`config.mk`:
```
export PLATFORM = sky130hd
export DESIGN_NAME = chroma_mod_top
export DESIGN_NICKNAME = d
export VERILOG_FILES = /design/src/rtl/cm_pkg.sv /design/src/rtl/cm_phase_acc.sv /design/src/rtl/cm_sincos.sv /design/src/rtl/cm_quad_mod.sv /design/src/rtl/cm_luma_comp.sv /design/src/rtl/chroma_mod_top.sv
export SDC_FILE = /design/constraint.sdc
export NUM_CORES = 1
export LEC_CHECK = 0
export BUFFER_PORTS_ARGS = -buffer_cell sky130_fd_sc_hd__buf_2
export CORE_MARGIN = 2
export CORE_UTILIZATION = 61
export CTS_CLUSTER_SIZE = 40
export DETAILED_ROUTE_END_ITERATION = 6
export PLACE_DENSITY = 0.81
export SKIP_CTS_REPAIR_TIMING = 1
export SYNTH_ARGS = -nofsm -noshare
export SYNTH_HDL_FRONTEND = slang
export SYNTH_SLANG_ARGS = --single-unit
```
`constraint.sdc`:
```
create_clock -name clk -period 12.5 [get_ports clk]
set_input_delay 0.625 -clock clk [delete_from_list [all_inputs] [get_ports clk]]
set_output_delay 0.625 -clock clk [all_outputs]
set_load 0.01 [all_outputs]
```
`src/rtl/cm_pkg.sv`:
```
package cm_pkg;

    localparam int ACC_W    = 32;
    localparam int QIDX_W   = 6;
    localparam int UV_W     = 8;
    localparam int Y_W      = 9;
    localparam int SIN_W    = 9;
    localparam int CH_W     = SIN_W;
    localparam int DLY_W    = 2;
    localparam int MAX_DLY  = 3;
    localparam int SIN_AMP  = 2 ** (SIN_W - 1) - 1;
    localparam int RND_SH   = SIN_W - 1;
    localparam int PROD_W   = UV_W + SIN_W + 1;

    localparam int BURST_NTSC = 60;
    localparam int BURST_DIAG = 42;

    typedef logic signed [SIN_W-1:0] sin_t;
    typedef logic signed [UV_W-1:0]  uv_t;
    typedef logic signed [CH_W-1:0]  ch_t;

    typedef struct packed {
        sin_t s;
        sin_t c;
        uv_t  u;
        uv_t  v;
    } mod_stage_t;

    typedef enum logic [1:0] {
        SRC_ACTIVE = 2'd0,
        SRC_BURST  = 2'd1,
        SRC_MUTE   = 2'd2
    } src_e;

    function automatic int quarter_sine(input int k, input int qn, input int amp);
        real ang;
        ang = 6.283185307179586 * (real'(k) + 0.5) / real'(4 * qn);
        return $rtoi($floor(real'(amp) * $sin(ang) + 0.5));
    endfunction

    function automatic ch_t clamp_ch(input logic signed [PROD_W-1:0] x);
        if (x > PROD_W'(2 ** (CH_W - 1) - 1))
            return ch_t'(2 ** (CH_W - 1) - 1);
        else if (x < -PROD_W'(2 ** (CH_W - 1)))
            return ch_t'(-(2 ** (CH_W - 1)));
        else
            return x[CH_W-1:0];
    endfunction

endpackage

```
`src/rtl/cm_phase_acc.sv`:
```
module cm_phase_acc
    import cm_pkg::*;
#(
    parameter int AW  = ACC_W,
    parameter int PW  = QIDX_W + 2
) (
    input  logic          clk,
    input  logic          rst,
    input  logic [AW-1:0] freq_word,
    input  logic [AW-1:0] phase_ofs,
    input  logic          field_start,
    input  logic          line_start,
    output logic [PW-1:0] ph_idx,
    output logic          line_odd
);
    logic [AW-1:0]    acc_q;
    logic [AW-1:0]    base;
    logic [AW-PW-1:0] ph_unused_frac;
    logic             odd_q;

    always_comb begin
        base = field_start ? '0 : acc_q;
        {ph_idx, ph_unused_frac} = base + phase_ofs;
        if (field_start)
            line_odd = 1'b0;
        else if (line_start)
            line_odd = ~odd_q;
        else
            line_odd = odd_q;
    end

    always_ff @(posedge clk) begin
        if (rst) begin
            acc_q <= '0;
            odd_q <= 1'b0;
        end else begin
            acc_q <= base + freq_word;
            odd_q <= line_odd;
        end
    end
endmodule

```
`src/rtl/cm_sincos.sv`:
```
module cm_sincos
    import cm_pkg::*;
#(
    parameter int QW = QIDX_W
) (
    input  logic [QW+1:0] ph_idx,
    output sin_t          sin_o,
    output sin_t          cos_o
);
    localparam int QN    = 2 ** QW;
    localparam int MAG_W = SIN_W - 1;

    logic [MAG_W-1:0] qtab [QN];

    for (genvar k = 0; k < QN; k++) begin : g_tab
        assign qtab[k] = MAG_W'(quarter_sine(k, QN, SIN_AMP));
    end

    logic [1:0]       q_s, q_c;
    logic [QW-1:0]    idx;
    logic [MAG_W-1:0] mag_s, mag_c;

    always_comb begin
        q_s   = ph_idx[QW+1:QW];
        q_c   = q_s + 2'd1;
        idx   = ph_idx[QW-1:0];
        mag_s = q_s[0] ? qtab[~idx] : qtab[idx];
        mag_c = q_c[0] ? qtab[~idx] : qtab[idx];
        sin_o = q_s[1] ? -sin_t'({1'b0, mag_s}) : sin_t'({1'b0, mag_s});
        cos_o = q_c[1] ? -sin_t'({1'b0, mag_c}) : sin_t'({1'b0, mag_c});
    end
endmodule

```
`src/rtl/cm_quad_mod.sv`:
```
module cm_quad_mod
    import cm_pkg::*;
(
    input  logic clk,
    input  logic rst,
    input  sin_t sin_i,
    input  sin_t cos_i,
    input  uv_t  u_i,
    input  uv_t  v_i,
    input  logic burst_win,
    input  logic burst_en,
    input  logic color_en,
    input  logic pal_mode,
    input  logic line_odd,
    output ch_t  chroma_o
);
    src_e       src;
    mod_stage_t nxt, s1;
    logic signed [PROD_W-1:0] p_u, p_v, acc_sum, rounded;

    always_comb begin
        if (burst_win)
            src = burst_en ? SRC_BURST : SRC_MUTE;
        else
            src = color_en ? SRC_ACTIVE : SRC_MUTE;

        nxt.s = sin_i;
        nxt.c = cos_i;
        unique case (src)
            SRC_ACTIVE: begin
                nxt.u = u_i;
                nxt.v = v_i;
            end
            SRC_BURST: begin
                if (pal_mode) begin
                    nxt.u = uv_t'(-BURST_DIAG);
                    nxt.v = line_odd ? uv_t'(-BURST_DIAG) : uv_t'(BURST_DIAG);
                end else begin
                    nxt.u = uv_t'(-BURST_NTSC);
                    nxt.v = '0;
                end
            end
            default: begin
                nxt.u = '0;
                nxt.v = '0;
            end
        endcase
    end

    always_comb begin
        p_u     = PROD_W'(s1.u) * PROD_W'(s1.s);
        p_v     = PROD_W'(s1.v) * PROD_W'(s1.c);
        acc_sum = p_u + p_v;
        rounded = (acc_sum + PROD_W'(2 ** (RND_SH - 1))) >>> RND_SH;
    end

    always_ff @(posedge clk) begin
        if (rst) begin
            s1       <= '0;
            chroma_o <= '0;
        end else begin
            s1       <= nxt;
            chroma_o <= clamp_ch(rounded);
        end
    end
endmodule

```
`src/rtl/cm_luma_comp.sv`:
```
module cm_luma_comp
    import cm_pkg::*;
#(
    parameter int YW = Y_W,
    parameter int DW = DLY_W,
    parameter int MD = MAX_DLY
) (
    input  logic          clk,
    input  logic          rst,
    input  logic [YW-1:0] y_in,
    input  logic [DW-1:0] luma_dly,
    input  ch_t           chroma_i,
    output logic [YW-1:0] luma_o,
    output ch_t           chroma_o,
    output logic [YW-1:0] comp_o
);
    localparam int DEPTH = MD + 2;
    localparam int SW    = YW + 2;

    logic [YW-1:0]        ydl [DEPTH];
    logic [DW-1:0]        dsel;
    logic [YW-1:0]        luma_nxt;
    logic signed [SW-1:0] csum;
    logic [YW-1:0]        comp_nxt;

    always_comb begin
        dsel     = (luma_dly == '0) ? DW'(1) : luma_dly;
        luma_nxt = ydl[int'(dsel) + 1];
        csum     = $signed({2'b00, luma_nxt})
                 + $signed({{(SW - CH_W){chroma_i[CH_W-1]}}, chroma_i});
        if (csum < 0)
            comp_nxt = '0;
        else if (csum > $signed(SW'(2 ** YW - 1)))
            comp_nxt = '1;
        else
            comp_nxt = csum[YW-1:0];
    end

    always_ff @(posedge clk) begin
        if (rst) begin
            for (int j = 0; j < DEPTH; j++) ydl[j] <= '0;
            luma_o   <= '0;
            chroma_o <= '0;
            comp_o   <= '0;
        end else begin
            ydl[0] <= y_in;
            for (int j = 1; j < DEPTH; j++) ydl[j] <= ydl[j-1];
            luma_o   <= luma_nxt;
            chroma_o <= chroma_i;
            comp_o   <= comp_nxt;
        end
    end
endmodule

```
`src/rtl/chroma_mod_top.sv`:
```
module chroma_mod_top
    import cm_pkg::*;
#(
    parameter int AW = ACC_W,
    parameter int QW = QIDX_W
) (
    input  logic              clk,
    input  logic              rst,
    input  logic [AW-1:0]     freq_word,
    input  logic [AW-1:0]     phase_ofs,
    input  logic              color_en,
    input  logic              burst_en,
    input  logic              pal_mode,
    input  logic [DLY_W-1:0]  luma_dly,
    input  logic              field_start,
    input  logic              line_start,
    input  logic              burst_win,
    input  logic [UV_W-1:0]   u_in,
    input  logic [UV_W-1:0]   v_in,
    input  logic [Y_W-1:0]    y_in,
    output logic [Y_W-1:0]    luma_o,
    output logic [CH_W-1:0]   chroma_o,
    output logic [Y_W-1:0]    comp_o
);
    localparam int PW = QW + 2;

    logic [PW-1:0] ph_idx;
    logic          line_odd;
    sin_t          sin_v, cos_v;
    ch_t           chroma_mod, chroma_out;

    cm_phase_acc #(.AW(AW), .PW(PW)) u_phase (
        .clk(clk), .rst(rst),
        .freq_word(freq_word), .phase_ofs(phase_ofs),
        .field_start(field_start), .line_start(line_start),
        .ph_idx(ph_idx), .line_odd(line_odd)
    );

    cm_sincos #(.QW(QW)) u_lut (
        .ph_idx(ph_idx), .sin_o(sin_v), .cos_o(cos_v)
    );

    cm_quad_mod u_mod (
        .clk(clk), .rst(rst),
        .sin_i(sin_v), .cos_i(cos_v),
        .u_i(uv_t'(u_in)), .v_i(uv_t'(v_in)),
        .burst_win(burst_win), .burst_en(burst_en),
        .color_en(color_en), .pal_mode(pal_mode),
        .line_odd(line_odd), .chroma_o(chroma_mod)
    );

    cm_luma_comp u_out (
        .clk(clk), .rst(rst),
        .y_in(y_in), .luma_dly(luma_dly),
        .chroma_i(chroma_mod),
        .luma_o(luma_o), .chroma_o(chroma_out), .comp_o(comp_o)
    );

    assign chroma_o = chroma_out;
endmodule

```
==> flow_summary.toml <==
[run_status]
outcome = "completed"

[hold_path]
hp-class = "in2reg"

[global_route]
grt_pass1_wl_um = 63300
grt_max_degree = 78
grt_pass1_vias = 13130
grt_overflow_total = 0
track_usage_pct = 29.7
antenna_found_initial = 2

[yosys]
netlist_area_mm2 = 0.0153
yosys_register_bits = 148
netlist_instances = 1801
ys_async_sr_fraction_pct = 0
synth_ff_type = "dfxtp_1"
yosysWarnings = 0
synth.avg_cell_area_um2 = 8.52
synth_edf_count = 0
syn_nets = 2197
ys_types = 87
seq_area_frac_synth_pct = 19.3

[sta]
rsz0062_at_grt = "false"
final.min_clock_period_ns = 6.92
setup_tns_ns = 0
finalSetupViolCount = 0
timing_hold_violations_final = 0
fin_crit_sh_pct = 55.4
worst_pin_slew_ns = 0.816
slew_headroom_pct = 45.0
clock.fmax_mhz = 144
finalClockSkew_ns = 0.0251
drv_slew = 0
setup_ws_ns = 5.58

[cells_and_area]
area_growth_pct = 9.55
multi_input_area_mm2 = 0.0113
drive_gt1_share_pct = 10.3
register_area_mm2 = 0.00296
layout.nets = 2291
nFillCells = 2008

[cts]
cts.htree.levels = 4
cts.sinks = 148
cts_tree = "built"
worstSkewPairLatency_ns = 0.44
cts-root-buf = "clkbuf_16"
clock_path_buffers = 2
cts_made_buffers = 17
clkTransAtPathRegs_ns = 0.08

[pwr]
power_leakage_nw = 8.20
power.density_mw_per_mm2 = 143
max-vdd-ir-drop_mv = 0.0896

[detailed_routing]
first_pass_iters = 5
ant_nets = 0
wl_per_cell_um = 17.1
drc = 0
avgViaCountPerCell = 5.90
vias = 13214
drt-initial-drc-count = 1163
finalWirelength_um = 38200

[floorplanning]
start_util_pct = 61.4
fp.dieArea_mm2 = 0.0264
dieWidth_um = 163
rows = 58
io_pins = 126
die_h_um = 163
core_area_mm2 = 0.0250

[worst_setup_path]
critPathMaxFanout = 8
arrival_ns = 7.30
crit_required_ns = 12.87
crit_path_start_kind = "register"
cp-end-kind = "register"
crit_type = "reg2reg"

[place]
pre_cts_ws_ns = 5.67
gp_congestion = 0.986
io_buffers = 125
dp.final_hpwl_um = 29100

[job]
maxCapViolations = 0
## cells by family (layout without fill, tap and decap cells)
family / Yosys count / count (layout) / share of synthesized area, %
simple gates: 589 / 589 / 20.1
compound gates: 378 / 378 / 16.5
fa+ha+maj: 297 / 297 / 30.3
buf+inv: 275 / 382 / 6.87
flops: 148 / 148 / 19.3
xor+xnor: 85 / 85 / 4.98
mux: 29 / 29 / 1.95
other cells: 0 / 1 / 0
## cell usage in the layout, fill, tap and decap left out, drive strengths merged, types with 13 or more instances in the layout
cell / Yosys / routed
buf: 14 / 131
nor2b: 112 / 112
and2: 84 / 84
and3: 18 / 18
inv: 217 / 223
dfxtp: 148 / 148
a31oi: 15 / 15
fa: 124 / 124
nand2: 112 / 112
a21oi: 118 / 118
o21bai: 17 / 17
nand3: 33 / 33
o21a: 24 / 24
xnor2: 65 / 65
or3: 13 / 13
mux2i: 22 / 22
xor2: 20 / 20
o21ai: 62 / 62
ha: 173 / 173
nand2b: 25 / 25
nor3: 29 / 29
clkbuf: 42 / 17
a21o: 30 / 30
nor2: 124 / 124
## path summary, 6_finish.rpt
check | startpoint | to | slack [ns] | cells after the start
worst min-delay path | u_in[3] | u_mod.s1[11] | 0.38 | 2
worst max register to register | u_mod.s1[26] | u_mod.chroma_o[0] | 5.58 | 26
worst max-delay path | u_mod.s1[26] | u_mod.chroma_o[0] | 5.58 | 26
worst min register to register | u_out.ydl[0][0] | u_out.ydl[1][0] | 0.44 | 1
## Yosys cell counts (all sizes together), types with 20 or more instances
master  instances  area share [%]
mux2i          22             1.4
inv           217             5.3
a21oi         118             3.9
ha            173              14
xor2           20             1.1
dfxtp         148              19
o21ai          62             2.0
nand2         112             2.8
and2           84             3.4
nand2b         25             1.0
a21o           30             1.5
o21a           24             1.2
xnor2          65             3.8
fa            124              16
clkbuf         42             1.0
nor3           29            0.98
nand3          33             1.1
nor2b         112             4.6
nor2          124             3.1
## layer usage
layer,global-route usage [%],up-vias,share of wire [%]
met4,9.33,0,2.6
met1,38.4,6284,42
met5,0,-,0
met2,50.8,540,48
li1,-,6305,-
met3,5.12,85,7.1
## critical path, stage by stage (launching register included)
cell      delay, ns
dfxtp_1        0.59
nand2_1        0.15
fa_1           0.43
inv_1          0.09
fa_1           0.38
inv_1          0.08
fa_1           0.44
fa_1           0.56
inv_1          0.05
ha_1           0.33
a21oi_1        0.27
o21bai_1       0.09
a21oi_1        0.23
nor2b_1        0.08
o21a_1         0.20
nor2_1         0.14
xnor2_1        0.14
ha_1           0.26
ha_1           0.23
nor3_1         0.21
o211ai_1       0.20
a31oi_1        0.32
nor2b_1        0.10
o21ai_0        0.32
nor4_1         0.09
a311oi_1       0.66
o21a_1         0.21
## where the power goes
group | switching, mW | internal (mW)
logic | 0.718 | 0.499
clock network | 0.270 | 0.272
registers | 0.0917 | 0.546
## stage by stage
| stage | instances | area [um^2] | util (%) | hold slack (ns) | power [mW] |
|---|---|---|---|---|---|
| floorplan | 1801 | 15300 | - | 0.414 | 1.52 |
| global placement | 2206 | 16200 | 64.9 | 0.417 | 1.79 |
| detailed placement | 2206 | 16200 | 64.9 | 0.421 | 1.84 |
| CTS | 2238 | 16800 | 67.3 | 0.373 | 2.38 |
| global route | 2238 | 16800 | 67.3 | 0.373 | 2.57 |
| finish | 2239 | 16800 | 67.3 | 0.383 | 2.40 |
## cell type report
cell class / instances / area share [%]
flip-flops and latches: 148 / 17.6
diodes: 1 / 0.0149
clock inverters: 15 / 1.09
repair buffers: 131 / 4.01
well taps: 330 / 2.46
clock buffers: 17 / 2.53
multi-input cells: 1378 / 67.4
inverters: 219 / 4.89
## flip-flops by register name, summed over array words and instances (netlist names)
| register | flops |
|---|---|
| u_mod.s1 | 34 |
| u_out.chroma_o | 9 |
| u_out.comp_o | 9 |
| u_out.luma_o | 9 |
| u_out.ydl | 45 |
| u_phase.odd_q | 1 |
| u_phase.acc_q | 32 |
| u_mod.chroma_o | 9 |
No activity file was read; power rests on OpenSTA's default activity.
